===== config.mk =====
export PLATFORM = sky130hd
export DESIGN_NAME = dac_wr_seq
export DESIGN_NICKNAME = d
export VERILOG_FILES = /design/src/rtl/dac_wr_pkg.sv /design/src/rtl/dac_phase_timer.sv /design/src/rtl/dac_word_shreg.sv /design/src/rtl/dac_wr_seq.sv
export SDC_FILE = /design/constraint.sdc
export NUM_CORES = 1
export LEC_CHECK = 0
export BUFFER_PORTS_ARGS = -buffer_cell sky130_fd_sc_hd__buf_4
export CAP_MARGIN = 10
export CORE_UTILIZATION = 56
export DETAILED_ROUTE_END_ITERATION = 7
export HOLD_SLACK_MARGIN = 0.06
export PLACE_DENSITY_LB_ADDON = 0.12
export SETUP_SLACK_MARGIN = 0.5
export SLEW_MARGIN = 20
export SYNTH_ARGS = -nofsm -noshare
export SYNTH_HDL_FRONTEND = slang
export SYNTH_SLANG_ARGS = --single-unit

===== constraint.sdc =====
create_clock -name clk_i -period 5 [get_ports clk_i]
set_input_delay 0.25 -clock clk_i [delete_from_list [all_inputs] [get_ports clk_i]]
set_output_delay 0.25 -clock clk_i [all_outputs]
set_load 0.01 [all_outputs]

===== src/rtl/dac_wr_pkg.sv =====
package dac_wr_pkg;
  typedef enum logic [2:0] {
    ST_IDLE,
    ST_LO,
    ST_HI,
    ST_WAIT,
    ST_LOAD
  } seq_st_e;
endpackage


===== src/rtl/dac_phase_timer.sv =====
module dac_phase_timer #(
  parameter int CNT_W = 5
) (
  input  logic             clk_i,
  input  logic             rst_ni,
  input  logic             load_i,
  input  logic [CNT_W-1:0] load_val_i,
  output logic             done_o
);
  logic [CNT_W-1:0] cnt_q;

  always_ff @(posedge clk_i or negedge rst_ni) begin
    if (!rst_ni)              cnt_q <= '0;
    else if (load_i)          cnt_q <= load_val_i;
    else if (cnt_q != '0)     cnt_q <= cnt_q - CNT_W'(1);
  end

  assign done_o = (cnt_q == '0);
endmodule


===== src/rtl/dac_word_shreg.sv =====
module dac_word_shreg #(
  parameter int DATA_W = 12
) (
  input  logic              clk_i,
  input  logic              rst_ni,
  input  logic              load_i,
  input  logic [DATA_W-1:0] data_i,
  input  logic              shift_i,
  output logic              msb_o
);
  logic [DATA_W-1:0] sh_q;

  always_ff @(posedge clk_i or negedge rst_ni) begin
    if (!rst_ni)       sh_q <= '1;
    else if (load_i)   sh_q <= data_i;
    else if (shift_i)  sh_q <= {sh_q[DATA_W-2:0], 1'b1};
  end

  assign msb_o = sh_q[DATA_W-1];
endmodule


===== src/rtl/dac_wr_seq.sv =====
module dac_wr_seq
  import dac_wr_pkg::*;
#(
  parameter int DATA_W     = 12,
  parameter int HI_CYC     = 23,
  parameter int LO_CYC     = 30,
  parameter int LD_DLY_CYC = 1,
  parameter int LD_CYC     = 30
) (
  input  logic              clk_i,
  input  logic              rst_ni,
  input  logic              valid_i,
  input  logic [DATA_W-1:0] data_i,
  input  logic              tc_mode_i,
  output logic              ready_o,
  output logic              sclk_o,
  output logic              sdi_o,
  output logic              ld_n_o
);
  localparam int M_PH  = (HI_CYC > LO_CYC) ? HI_CYC : LO_CYC;
  localparam int M_LD  = (LD_CYC > LD_DLY_CYC) ? LD_CYC : LD_DLY_CYC;
  localparam int M_ALL = (M_PH > M_LD) ? M_PH : M_LD;
  localparam int CNT_W = $clog2(M_ALL + 1);
  localparam int BIT_W = $clog2(DATA_W);

  seq_st_e          st_q, st_d;
  logic [BIT_W-1:0] bit_q;
  logic             tmr_done, tmr_load, sh_load, sh_shift, sh_msb;
  logic [CNT_W-1:0] tmr_val;
  logic [DATA_W-1:0] word;

  // two's complement -> offset binary by flipping the sign bit
  assign word = data_i ^ {tc_mode_i, {(DATA_W-1){1'b0}}};

  always_comb begin
    st_d     = st_q;
    tmr_load = 1'b0;
    tmr_val  = '0;
    sh_load  = 1'b0;
    sh_shift = 1'b0;
    unique case (st_q)
      ST_IDLE: if (valid_i) begin
        st_d = ST_LO; tmr_load = 1'b1; tmr_val = CNT_W'(LO_CYC - 1); sh_load = 1'b1;
      end
      ST_LO: if (tmr_done) begin
        st_d = ST_HI; tmr_load = 1'b1; tmr_val = CNT_W'(HI_CYC - 1);
      end
      ST_HI: if (tmr_done) begin
        tmr_load = 1'b1;
        if (bit_q == BIT_W'(DATA_W - 1)) begin
          st_d = ST_WAIT; tmr_val = CNT_W'(LD_DLY_CYC - 1);
        end else begin
          st_d = ST_LO; tmr_val = CNT_W'(LO_CYC - 1); sh_shift = 1'b1;
        end
      end
      ST_WAIT: if (tmr_done) begin
        st_d = ST_LOAD; tmr_load = 1'b1; tmr_val = CNT_W'(LD_CYC - 1);
      end
      ST_LOAD: if (tmr_done) st_d = ST_IDLE;
      default: st_d = ST_IDLE;
    endcase
  end

  always_ff @(posedge clk_i or negedge rst_ni) begin
    if (!rst_ni) begin
      st_q  <= ST_IDLE;
      bit_q <= '0;
    end else begin
      st_q <= st_d;
      if (sh_load)       bit_q <= '0;
      else if (sh_shift) bit_q <= bit_q + BIT_W'(1);
    end
  end

  dac_phase_timer #(.CNT_W(CNT_W)) u_tmr (
    .clk_i      (clk_i),
    .rst_ni     (rst_ni),
    .load_i     (tmr_load),
    .load_val_i (tmr_val),
    .done_o     (tmr_done)
  );

  dac_word_shreg #(.DATA_W(DATA_W)) u_shreg (
    .clk_i   (clk_i),
    .rst_ni  (rst_ni),
    .load_i  (sh_load),
    .data_i  (word),
    .shift_i (sh_shift),
    .msb_o   (sh_msb)
  );

  assign ready_o = (st_q == ST_IDLE);
  assign sclk_o  = (st_q != ST_LO);
  assign ld_n_o  = (st_q != ST_LOAD);
  assign sdi_o   = (st_q == ST_IDLE) ? 1'b1 : sh_msb;
endmodule


Word-level counts from Yosys, hierarchy flattened --
Cells that the tools add are included.
Cells by class: eq/ne operators 12, add/sub/neg operators 2, bitwise logic cells 1, reduce and logical (&&, ||, !) cells 7, mux-type cells 27
Operator list (number):
- 5-bit two-way mux | 7
- 12-bit two-way mux | 2
- 5-bit one-hot mux with 4 select lines | 1
- 3-bit two-way mux | 5
- 3-bit one-hot mux with 5 select lines | 1
- 12-bit XOR | 1
- 2-bit inequality test, second input constant | 5
- 4-bit two-way mux | 2
- 1-bit two-way mux | 7
- 3-bit by 2-bit == test with 1-bit output, second input constant | 2
- 5-bit logical NOT | 1
- 5-bit AND reduction | 1
- 5-bit nonzero test | 1
- 5-bit by 1-bit subtractor with 5-bit output, second input constant | 1
- 4-bit by 1-bit adder with 4-bit output, second input constant | 1
- 4-bit == test, second input constant | 1
- 2-bit nonzero test | 2
- 3-bit by 1-bit == test with 1-bit output, second input constant | 1
- 3-bit == test, second input constant | 1
- 3-bit logical NOT | 1
- 3-bit by 1-bit inequality test with 1-bit output, second input constant | 1
- 3-bit inequality test, second input constant | 1
- 3-bit OR reduction | 1
- 2-bit two-way mux | 1
- 1-bit one-hot mux with 2 select lines | 1
Word-level totals: output and inout port bits 4, register bits 24, bits of input ports 16, logic and storage cells 53

Depth between registers and ports, before layout --
Gate-level depths: netlist (run 1).
depth after elaboration 6, mapped depth 8, gate-level depth less buffers 6

By module --
From an unflattened synthesis (run 1), not the netlist that was laid out.
Unflattened totals: cells, all modules 133, area total of the unflattened synthesis 1320.0 µm²
By module, submodules not included:
- dac_word_shreg | instances 1, cells an instance 51, area an instance 559.3 µm²
- dac_wr_seq | instances 1, cells an instance 55, area an instance 481.7 µm²
- dac_phase_timer | instances 1, cells an instance 27, area an instance 279.0 µm²

Least setup slack after synthesis (run 1) --
No wires, ideal clock.
kind reg-to-reg, start point reg u_tmr.cnt_q[0], end point reg u_shreg.sh_q[11], buffers on the path 1, period minus slack after synthesis 2.062 ns, stages on the path, launching flop included 8, required time 4.916 ns, data arrival time 1.979 ns, setup slack 2.938 ns, cells stage by stage dfrtp_1 > inv_1 > ha_1 > or4b_4 > buf_6 > nor3_4 > nor2_2 > a221o_2
On the way: cells in the longest elaborated chain, start to end 4
RTL lines:
- start: declaration | line dac_phase_timer.sv:10 | logic [CNT_W-1:0] cnt_q;
- start signal: assignment | line dac_phase_timer.sv:14 | else if (load_i) cnt_q <= load_val_i;
- start signal: assignment | line dac_phase_timer.sv:15 | else if (cnt_q != '0) cnt_q <= cnt_q - CNT_W'(1);
- 5-bit logical NOT | line dac_phase_timer.sv:18 | assign done_o = (cnt_q == '0);
- 1-bit two-way mux | line dac_wr_seq.sv:48 | ST_HI: if (tmr_done) begin
- 1-bit two-way mux | line dac_wr_seq.sv:41 | unique case (st_q)
- 2-bit nonzero test (no line)
- end signal: assignment | line dac_word_shreg.sv:15 | else if (load_i) sh_q <= data_i;
- end signal: assignment | line dac_word_shreg.sv:16 | else if (shift_i) sh_q <= {sh_q[DATA_W-2:0], 1'b1};
- end: declaration | line dac_word_shreg.sv:11 | logic [DATA_W-1:0] sh_q;
No other way between the ends. A chain may end at the register's enable or synchronous reset.

Final worst setup path (run 1) --
Same ends and word-level chain as after synthesis.

==> flow_summary_export.csv, run 1 <==
group,metric,value,unit
floorplan,coreArea,2040,um^2
drt,wire_per_inst,14.7,um
sta,min_period,2.59,ns
clock_network,htreeDepth,1,
drt,via_count,933,
placed_design,routabilityCongestion,0.843,
run,maxCapViolCount,0,
sta,rsz0062_at_grt,"no",
finish,final_area,1440,um^2
synth,yosys.area.top_type,"dfstp_2",
grt,grt_pass1_vias,912,
clock_network,cts_sinks,24,
drt,dr.first_iter.drc_count,13,
critical_path,path_buf_inv,1,
outcome,status,"complete, no violations",
critical_path,worstSetupPathType,"flip-flop to flip-flop",
sta,slew-limit-headroom,48.3,%
finish,antenna_cells,0,
critical_path,cp-end-kind,"flip-flop",
sta,skew,0.00105,ns
finish,syn_to_final_growth,13.3,%
placed_design,portBuffers,19,
sta,fmax,0.386,GHz
finish,nets,155,
synth,synthTopCellsByArea,"dfstp_2 25%, dfrtp_1 24%, a22o_2 7.1%, a21o_1 5.3%, nand2_1 3.3%",
floorplan,initial_core_util,62.0,%
power_and_ir_drop,p_per_area,489,nW/um^2
sta,worst_pin_slew,0.775,ns
placed_design,dp.cells,158,
drt,dr.pass1.iters,4,
power_and_ir_drop,power_leakage,0.663,nW
synth,synth_fp_nets,137,
critical_path,cp_data_required_time,5.26,ns
synth,synth_top_area_share,24.9,%
synth,ys_warn_count,0,
critical_path,arrival,2.85,ns
worst_hold_path,hold_class,"input pin to flip-flop",
drt,avgViaCountPerCell,5.72,
clock_network,cts_buffers,3,
synth,ys_seq_area_share,48.6,%
placed_design,hpwl,1750,um
critical_path,path_max_fanout,18,
floorplan,die-area,2460,um^2
clock_network,path_clk_slew,0.13,ns
critical_path,critPathSlowestCell,"nor3_4",
sta,setup_tns,0,ns
clock_network,root_buffer,"clkbuf_4",
sta,post-route-period-util,51.8,%
grt,grt_pass1_wl,4210,um
clock_network,cts_tree,"done",
critical_path,cp-start-kind,"flip-flop",
floorplan,die_h,49.6,um
grt,grtUsageTotal,22.9,%
synth,synth.distinct_cells,38,
critical_path,cp_cell_sequence,"inv_1 -> ha_1 -> or4b_4 -> nor3_4 -> nor2_2 -> a221o_2",
placed_design,placed_cell_area,1390,um^2
sta,final_hold_viol_count,0,
synth,synth.cell_area,1270,um^2
drt,postRouteWirelength,2400,um
grt,grt_max_degree,25,
critical_path,critPathMaxStageDelay,0.62,ns
floorplan,io_pins,20,
clock_network,post_cts_buffers,0,
clock_network,clock_path_buffers,2,
drt,postRouteAntennaNets,0,
finish,final_util,70.3,%
placed_design,post-place-ws,2.43,ns
floorplan,rows,16,
finish,fillers,166,
floorplan,die_w,49.6,um
power_and_ir_drop,peakVddDrop,0.000328,V
critical_path,cp_top_family,"simple AND/OR/NAND/NOR gates",
synth,syn_avg_cell_area,10.6,um^2
grt,antenna_found_initial,0,
sta,timing.final.ws_setup,2.41,ns
finish,drive_gt1_share,36.8,%
drt,drc,0,
synth,ys_ff_latch,24,
sta,slew_violations,0,
sta,finalSetupViolations,0,
clock_network,clk_latency,0.31,ns
synth,postSynthCellCount,119,
finish,finalNonFillerCells,163,
grt,grt-ovfl-total,0,
[per-layer routing]
layer	part of all wire, %	routed length (um)	vias to the layer above	global-route usage, %
li1	-	-	458	-
met1	45	1090	458	28.7
met2	51	1220	14	39.9
met3	2.5	60	3	3.70
met4	1.1	27	0	7.14
met5	0	0	-	0
[report_power, final]
part           switching (mW)  internal [mW]
clock                  0.0579         0.0292
combinational           0.102          0.126
sequential             0.0774          0.309
[worst register-to-register path: stages (launching register included)]
cell     delay (ns)
dfrtp_1        0.44
inv_1          0.08
ha_1           0.21
or4b_4         0.54
nor3_4         0.62
nor2_2         0.26
a221o_2        0.39
[placed cells by master, fill, tap and decap left out, types with 3 or more instances in the layout]
cell type	n
o21ai_0	6
nor2_1	8
dfrtp_1	12
nand2_1	11
a22o_2	9
nand3_1	3
buf_4	19
clkbuf_4	3
dfstp_2	12
xnor2_1	4
mux2i_1	3
nor3_1	5
a21o_1	9
[registers in the layout, indices dropped and copies added, names as in the netlist]
register	count
st_q	3
u_shreg.sh_q	12
u_tmr.cnt_q	5
bit_q	4
[cells by family after synthesis]
group           share of synthesized area, %
mux                                     2.37
buf+inv                                 4.55
compound gates                          19.1
simple gates                            20.0
fa+ha+maj                               1.98
xor+xnor                                3.46
flops                                   48.6
[Yosys cell counts]
library cell and n:
xnor2_1 4, or2_2 1, a221o_2 1, nor4b_1 1
inv_1 2, nor3_1 5, nor2_1 8, ha_1 2
a21oi_1 2, nor2b_1 2, o2111ai_1 1, a21o_1 9
nand2_1 11, dfstp_2 12, and3b_1 1, nand3b_1 2
and2_1 1, buf_6 3, nor2_2 1, o31a_1 1
nand3_1 3, nand2b_1 2, or4b_4 1, nor4_1 1
nor3b_1 1, and2_0 1, o211ai_1 1, a211oi_1 1
buf_2 1, nor3_4 1, o21ai_0 6, or3b_2 1
xor2_1 1, or3_1 1, a22o_2 9, dfrtp_1 12
mux2i_1 3, clkbuf_1 3
[per-stage QoR]
step                      hold WS [ns]  power (mW)
after floorplan                -0.0456       0.545
after global placement           0.159       0.597
after detailed placement         0.161       0.615
after CTS                        0.155       0.704
after global routing             0.165       0.751
final                            0.155       0.702
[cell type report]
class | instances | area, um^2 | share of cell area, %
Clock buffer | 3 | 22.5 | 1.57
Multi-Input combinational cell | 86 | 599 | 41.8
Inverter | 2 | 7.51 | 0.523
Timing Repair Buffer | 20 | 153 | 10.6
Sequential cell | 24 | 616 | 42.9
Clock inverter | 1 | 3.75 | 0.262
Tap cell | 27 | 33.8 | 2.35
[path summary, 6_finish.rpt]
check | from | endpoint | slack (ns) | depth (start not counted)
min | data_i[0] | u_shreg.sh_q[0]$_DFFE_PN1P_ | 0.16 | 3
max | u_tmr.cnt_q[0]$_DFFE_PN0P_ | u_shreg.sh_q[11]$_DFFE_PN1P_ | 2.41 | 6
max reg2reg | u_tmr.cnt_q[0]$_DFFE_PN0P_ | u_shreg.sh_q[11]$_DFFE_PN1P_ | 2.41 | 6
min reg2reg | u_shreg.sh_q[0]$_DFFE_PN1P_ | u_shreg.sh_q[0]$_DFFE_PN1P_ | 0.51 | 2
min in group asynchronous | rst_ni | st_q[2]$_DFFE_PN0P_ | 0.34 | 2
max in group asynchronous | rst_ni | u_shreg.sh_q[9]$_DFFE_PN1P_ | 4.38 | 2
[repair_timing]
| action | in CTS | in global routing |
|---|---|---|
| endpoints found under the hold margin | 12 | 0 |
| resized for setup | 0 | 0 |
| hold buffers | 1 | 0 |
(Power assumes the default switching activity.)
==> run 2, diff against run 1 <==
Settings changed: CORE_UTILIZATION 56 to 55.
Clock period 5 ns to 2.5 ns, I/O delays scaled along.
==> run 2 against run 1 <==
Effect of this change:
- maximum frequency up 28%
- via count up 10%
- combinational power up 140%
- worst setup slack worse by 1.9 ns
- die area up 1.7%
- clock power rose to 3.2 times the previous value
- critical path depth up 2
- design area up 12%
- worst hold slack worse by 0.061 ns
- core utilization up 3.0 points
- first-iteration DRC count up 77%
- clock skew up 0.0065 ns
- largest cell class is now multi-input combinational cells
==> flow_summary_export.csv, run 2 (synthesized netlist as in run 1, its figures left out) <==
group,metric,value,unit
outcome,status,"complete, no violations",
floorplan,die-area,2500,um^2
critical_path,cp_top_family,"simple AND/OR/NAND/NOR gates",
sta,fmax,0.494,GHz
drt,postRouteWirelength,2620,um
clock_network,clk_latency,0.32,ns
critical_path,arrival,2.26,ns
clock_network,htreeDepth,1,
power_and_ir_drop,p_sw_share,31.4,%
power_and_ir_drop,p_seq_share,48.4,%
sta,skew,0.00758,ns
grt,grt_max_degree,25,
sta,rsz0062_at_grt,"yes",
worst_hold_path,hold_class,"input pin to flip-flop",
sta,slew-limit-headroom,67.4,%
clock_network,cts_sinks,24,
critical_path,cp-start-kind,"flip-flop",
critical_path,worst-r2r-setup-slack,0.48,ns
clock_network,path_clk_slew,0.13,ns
power_and_ir_drop,p_per_area,991,nW/um^2
critical_path,cp_data_required_time,2.74,ns
placed_design,dp.cells,162,
floorplan,coreArea,2190,um^2
finish,syn_to_final_growth,26.9,%
drt,drc,0,
power_and_ir_drop,pwr-share-comb,34.1,%
floorplan,rows,17,
drt,wire_per_inst,14.7,um
grt,grtUsageTotal,21.9,%
critical_path,worstRegToRegCells,8,
floorplan,io_pins,20,
sta,post-route-period-util,81.0,%
grt,grt_pass1_wl,3970,um
critical_path,critPathSlowestCell,"or4b_4",
finish,antenna_cells,0,
drt,via_count,1030,
clock_network,root_buffer,"clkbuf_4",
clock_network,cts_buffers,3,
placed_design,post-place-ws,0.497,ns
critical_path,r2r_start,"u_tmr.cnt_q[1]$_DFFE_PN0P_",
sta,final_hold_viol_count,0,
critical_path,reg2reg_to,"bit_q[1]$_DFFE_PN0P_",
clock_network,cts_tree,"done",
drt,avgViaCountPerCell,5.79,
floorplan,initial_core_util,57.8,%
finish,drive_gt1_share,44.0,%
grt,antenna_found_initial,0,
clock_network,clock_path_buffers,2,
worst_hold_path,hp-start,"data_i[3]",
finish,largest_reg_flops,12,
drt,postRouteAntennaNets,0,
critical_path,critPathMaxStageDelay,0.51,ns
finish,finalNonFillerCells,178,
finish,top_regs,"u_shreg.sh_q: 12 flops, u_tmr.cnt_q: 5 flops, bit_q: 4 flops",
sta,timing.final.ws_setup,0.475,ns
grt,grt-ovfl-total,0,
worst_hold_path,min_to,"u_shreg.sh_q[3]$_DFFE_PN1P_",
power_and_ir_drop,power.switching,500,uW
floorplan,die_h,50.0,um
sta,setup_tns,0,ns
critical_path,cp_cell_sequence,"inv_2 -> ha_4 -> or4b_4 -> nor3_4 -> buf_6 -> buf_4 -> nand2_1 -> o21ai_0",
placed_design,routabilityCongestion,0.834,
worst_hold_path,worstHoldPathCells,3,
sta,min_period,2.02,ns
critical_path,cp-end-kind,"flip-flop",
power_and_ir_drop,p_int,1.09,mW
power_and_ir_drop,power,1.59,mW
sta,slew_violations,0,
drt,dr.pass1.iters,4,
finish,top_register,"u_shreg.sh_q",
power_and_ir_drop,power_leakage,0.750,nW
critical_path,path_max_fanout,8,
power_and_ir_drop,clkPwrFrac,17.5,%
drt,dr.first_iter.drc_count,23,
placed_design,hpwl,1640,um
finish,final_cell_mix,"28 x buf_4, 12 x dfrtp_1, 12 x dfstp_2",
critical_path,path_buf_inv,3,
floorplan,die_w,50.0,um
run,maxCapViolCount,0,
finish,mostFrequentLayoutCell,"buf_4",
placed_design,portBuffers,19,
power_and_ir_drop,peakVddDrop,0.000749,V
sta,finalSetupViolations,0,
grt,grt_pass1_vias,873,
finish,nets,169,
sta,worst_pin_slew,0.486,ns
critical_path,worstSetupPathType,"flip-flop to flip-flop",
[run 2: changes by cell type in the layout (fill, tap and decap cells not counted), moves of 2 or more]
cell	change
buf_4	+9
inv_2	+2
dlygate4sd3_1	+2
inv_1	-2
[run 2: how the worst max path moves through the flow]
stage	start	to	slack [ns]	cells past startpoint
finish	u_tmr.cnt_q[1]$_DFFE_PN0P_	bit_q[1]$_DFFE_PN0P_	0.48	8
global route	u_tmr.cnt_q[1]$_DFFE_PN0P_	u_shreg.sh_q[1]$_DFFE_PN1P_	0.41	7
CTS	u_tmr.cnt_q[0]$_DFFE_PN0P_	u_shreg.sh_q[11]$_DFFE_PN1P_	0.50	6
detailed placement	u_tmr.cnt_q[0]$_DFFE_PN0P_	u_shreg.sh_q[1]$_DFFE_PN1P_	0.50	7
global placement	u_tmr.cnt_q[0]$_DFFE_PN0P_	u_shreg.sh_q[1]$_DFFE_PN1P_	0.56	7
floorplan	u_tmr.cnt_q[0]$_DFFE_PN0P_	u_shreg.sh_q[1]$_DFFE_PN1P_	0.51	8
[run 2: metrics by stage]
stage	cell area, um^2	hold WS (ns)	utilization, %
finish	1610	0.0936	73.3
global route	1610	0.0914	73.3
CTS	1500	0.0840	68.6
detailed placement	1420	0.0382	64.6
global placement	1420	0.0340	64.6
floorplan	1270	-0.171	-
[run 2: timing repair]
action,in CTS,in global routing
hold buffers,3,0
endpoints found under the setup margin,1,15
buffers inserted,0,8
cloned,0,1
endpoints found under the hold margin,26,0
resized for setup,1,7
pin swaps,0,4
[run 2: layout make-up]
cell class	instances	area, um^2
sequential	24	616
multi-input combinational	86	617
fill	155	584
clock inverter	1	30.0
clock buffer	3	22.5
timing repair buffer	34	279
inverter	2	7.51
tap	28	35.0
[run 2: worst reg2reg max path: cells and delay by family, from the launching register on]
family,cells,cell delay (ns)
AOI/OAI and AO/OA,1,0.08
adders and majority gates,1,0.14
buffers and inverters,3,0.40
DFF,1,0.42
and+or+nand+nor,3,0.90
[run 2: layer usage]
layer | global-route usage (%) | vias to the layer above | routed length, um
li1 | - | 491 | -
met1 | 27.7 | 508 | 1140
met2 | 35.6 | 27 | 1350
met3 | 3.70 | 4 | 93
met4 | 11.4 | 0 | 41
met5 | 0 | - | 0
[run 2: power by group through the flow]
stage / clock (mW) / sequential, mW / combinational (mW)
2_1_floorplan: 0 / 0.717 / 0.373
3_3_place_gp: 0 / 0.765 / 0.442
3_5_place_dp: 0 / 0.771 / 0.460
4_1_cts: 0.287 / 0.766 / 0.464
5_1_grt: 0.298 / 0.789 / 0.609
6_report: 0.278 / 0.771 / 0.543
==> run 3, diff against run 2 <==
Settings changed: CORE_UTILIZATION 55 to 49.
Clock period 2.5 ns to 1.8 ns, I/O delays scaled along.
==> run 3 against run 2 <==
Effect of this change:
- the run now ends with setup timing left
- global-route usage is 1.9 points higher
- first-iteration DRC count decreased by 8.7%
- worst hold slack got worse by 0.028 ns
- critical path depth shrank 2
- clock power increased by 41%
- worst setup slack worse by 0.56 ns
- die area rose by 12%
- highest routed layer unchanged
==> flow_summary_export.csv, run 3 (synthesized netlist as in run 1, its figures left out) <==
group,metric,value,unit
power_and_ir_drop,power_leakage,0.913,nW
finish,antenna_cells,0,
power_and_ir_drop,peakVddDrop,0.00102,V
grt,grtUsageTotal,23.8,%
sta,post-route-period-util,105,%
floorplan,die_w,52.8,um
floorplan,initial_core_util,51.6,%
critical_path,reg2reg_to,"u_shreg.sh_q[11]$_DFFE_PN1P_",
sta,skew,0.00199,ns
clock_network,root_buffer,"clkbuf_4",
finish,final_util,80.4,%
critical_path,path_max_fanout,4,
sta,rsz0062_at_grt,"yes",
critical_path,critPathMaxStageDelay,0.50,ns
critical_path,worst-r2r-setup-slack,-0.08,ns
critical_path,worstRegToRegCells,6,
placed_design,hpwl,1990,um
floorplan,rows,18,
floorplan,die-area,2790,um^2
grt,grt_max_degree,25,
finish,top_regs,"u_shreg.sh_q: 12 flops, u_tmr.cnt_q: 5 flops, bit_q: 4 flops",
sta,fmax,0.531,GHz
outcome,status,"complete, but fails checks",
power_and_ir_drop,pwr-share-comb,46.4,%
power_and_ir_drop,p_per_area,1360,nW/um^2
critical_path,cp-end-kind,"flip-flop",
power_and_ir_drop,p_int,1.79,mW
critical_path,cp_data_required_time,2.06,ns
clock_network,clk_latency,0.31,ns
worst_hold_path,hp-start,"data_i[4]",
clock_network,cts_tree,"done",
critical_path,worstSetupPathType,"flip-flop to flip-flop",
placed_design,portBuffers,19,
drt,wire_per_inst,16.4,um
floorplan,die_h,52.8,um
sta,timing.final.ws_setup,-0.0826,ns
drt,postRouteWirelength,3360,um
finish,fillers,153,
grt,antenna_found_initial,0,
drt,via_count,1165,
placed_design,dp.cells,177,
floorplan,coreArea,2450,um^2
drt,dr.first_iter.drc_count,21,
critical_path,cp.depth,6,
run,maxCapViolCount,0,
sta,worst_pin_slew,0.370,ns
worst_hold_path,worstHoldPathCells,3,
sta,final_hold_viol_count,0,
outcome,violations,"setup timing",
finish,top_register,"u_shreg.sh_q",
power_and_ir_drop,clkPwrFrac,14.6,%
finish,finalNonFillerCells,205,
power_and_ir_drop,p_sw_share,33.2,%
critical_path,critPathSlowestCell,"or4b_4",
finish,final_cell_mix,"35 x buf_4, 16 x buf_6, 12 x dfrtp_1, 12 x dfstp_2, 10 x nand2_1",
sta,slew_violations,0,
finish,nets,194,
finish,mostFrequentLayoutCell,"buf_4",
critical_path,r2r_start,"u_tmr.cnt_q[1]$_DFFE_PN0P_",
drt,drc,0,
critical_path,path_buf_inv,1,
drt,dr.pass1.iters,4,
worst_hold_path,hold_class,"input pin to flip-flop",
critical_path,cp_cell_sequence,"inv_2 -> ha_4 -> or4b_4 -> nor3_4 -> nor2_2 -> a221o_2",
clock_network,cts_buffers,3,
grt,grt_pass1_vias,1026,
grt,grt_pass1_wl,4750,um
drt,avgViaCountPerCell,5.68,
finish,largest_reg_flops,12,
finish,syn_to_final_growth,55.9,%
power_and_ir_drop,power.switching,891,uW
clock_network,htreeDepth,1,
grt,grt-ovfl-total,0,
floorplan,io_pins,20,
clock_network,clock_path_buffers,2,
worst_hold_path,min_to,"u_shreg.sh_q[4]$_DFFE_PN1P_",
sta,finalSetupViolations,15,
drt,postRouteAntennaNets,0,
clock_network,cts_sinks,24,
finish,drive_gt1_share,59.4,%
clock_network,path_clk_slew,0.14,ns
critical_path,cp_top_family,"simple AND/OR/NAND/NOR gates",
sta,min_period,1.88,ns
placed_design,routabilityCongestion,0.789,
sta,slew-limit-headroom,75.0,%
critical_path,arrival,2.14,ns
power_and_ir_drop,p_seq_share,39.0,%
critical_path,cp-start-kind,"flip-flop",
==> run 3: cell types whose count changed in the layout (fill, tap and decap cells not counted), moves of 2 or more <==
cell,delta
o21ai_0,-4
nor3_1,-3
buf_6,+15
o21ai_2,+2
o21ai_1,+2
nor3_4,+2
buf_4,+7
dlygate4sd3_1,+3
nand3_1,-2
==> run 3: area by class of cell <==
type	count	area [um^2]	area share [%]
Clock buffer	3	22.5	1.14
Clock inverter	1	30.0	1.52
Inverter	2	7.51	0.380
Multi-Input combinational cell	86	738	37.4
Sequential cell	24	616	31.2
Tap cell	30	37.5	1.90
Timing Repair Buffer	59	523	26.5
==> run 3: layer usage <==
metal / track usage, % / part of all wire [%] / wire, um / vias up
li1: - / - / - / 538
met1: 31.5 / 42 / 1420 / 576
met2: 41.4 / 52 / 1740 / 41
met3: 3.48 / 4.0 / 133 / 10
met4: 3.95 / 1.8 / 60 / 0
met5: 0 / 0 / 0 / -
==> run 3: worst min-delay path: stages <==
cell	delay, ns
buf_4	0.08
a22o_2	0.11
a21o_1	0.07
==> run 3: how the worst max path moves through the flow <==
| stage | start | endpoint | slack [ns] |
|---|---|---|---|
| after CTS | u_tmr.cnt_q[1]$_DFFE_PN0P_ | u_shreg.sh_q[1]$_DFFE_PN1P_ | -0.03 |
| after global routing | u_tmr.cnt_q[1]$_DFFE_PN0P_ | u_shreg.sh_q[1]$_DFFE_PN1P_ | -0.18 |
| after floorplan | u_tmr.cnt_q[0]$_DFFE_PN0P_ | u_shreg.sh_q[11]$_DFFE_PN1P_ | -0.18 |
| after detailed placement | u_tmr.cnt_q[1]$_DFFE_PN0P_ | u_shreg.sh_q[1]$_DFFE_PN1P_ | -0.06 |
| final | u_tmr.cnt_q[1]$_DFFE_PN0P_ | u_shreg.sh_q[11]$_DFFE_PN1P_ | -0.08 |
| after global placement | u_tmr.cnt_q[1]$_DFFE_PN0P_ | bit_q[3]$_DFFE_PN0P_ | -0.02 |
==> run 3: stage by stage <==
stage	setup TNS (ns)	setup WS, ns	power, mW	area [um^2]	hold WS, ns
detailed placement	-0.115	-0.0634	1.86	1540	0.00616
floorplan	-1.86	-0.176	1.55	1290	-0.206
global route	-1.91	-0.176	2.82	1970	0.0676
global placement	-0.0198	-0.0168	1.83	1540	0.00310
finish	-0.726	-0.0826	2.68	1970	0.0652
CTS	-0.0806	-0.0282	2.42	1840	0.0601
==> run 3: power groups by stage <==
stage | registers [mW] | logic, mW | clock network, mW
floorplan | 1.00 | 0.549 | 0
global placement | 1.02 | 0.812 | 0
detailed placement | 1.03 | 0.833 | 0
CTS | 1.02 | 0.998 | 0.401
global route | 1.07 | 1.34 | 0.421
finish | 1.05 | 1.25 | 0.393
==> run 3: repair_timing <==
item	in CTS	in global routing
gates resized for setup	20	26
buffers inserted	12	5
endpoints found under the hold margin	29	0
endpoints found under the setup margin	28	28
hold buffers	6	0
pin swaps	7	5
cloned	1	0
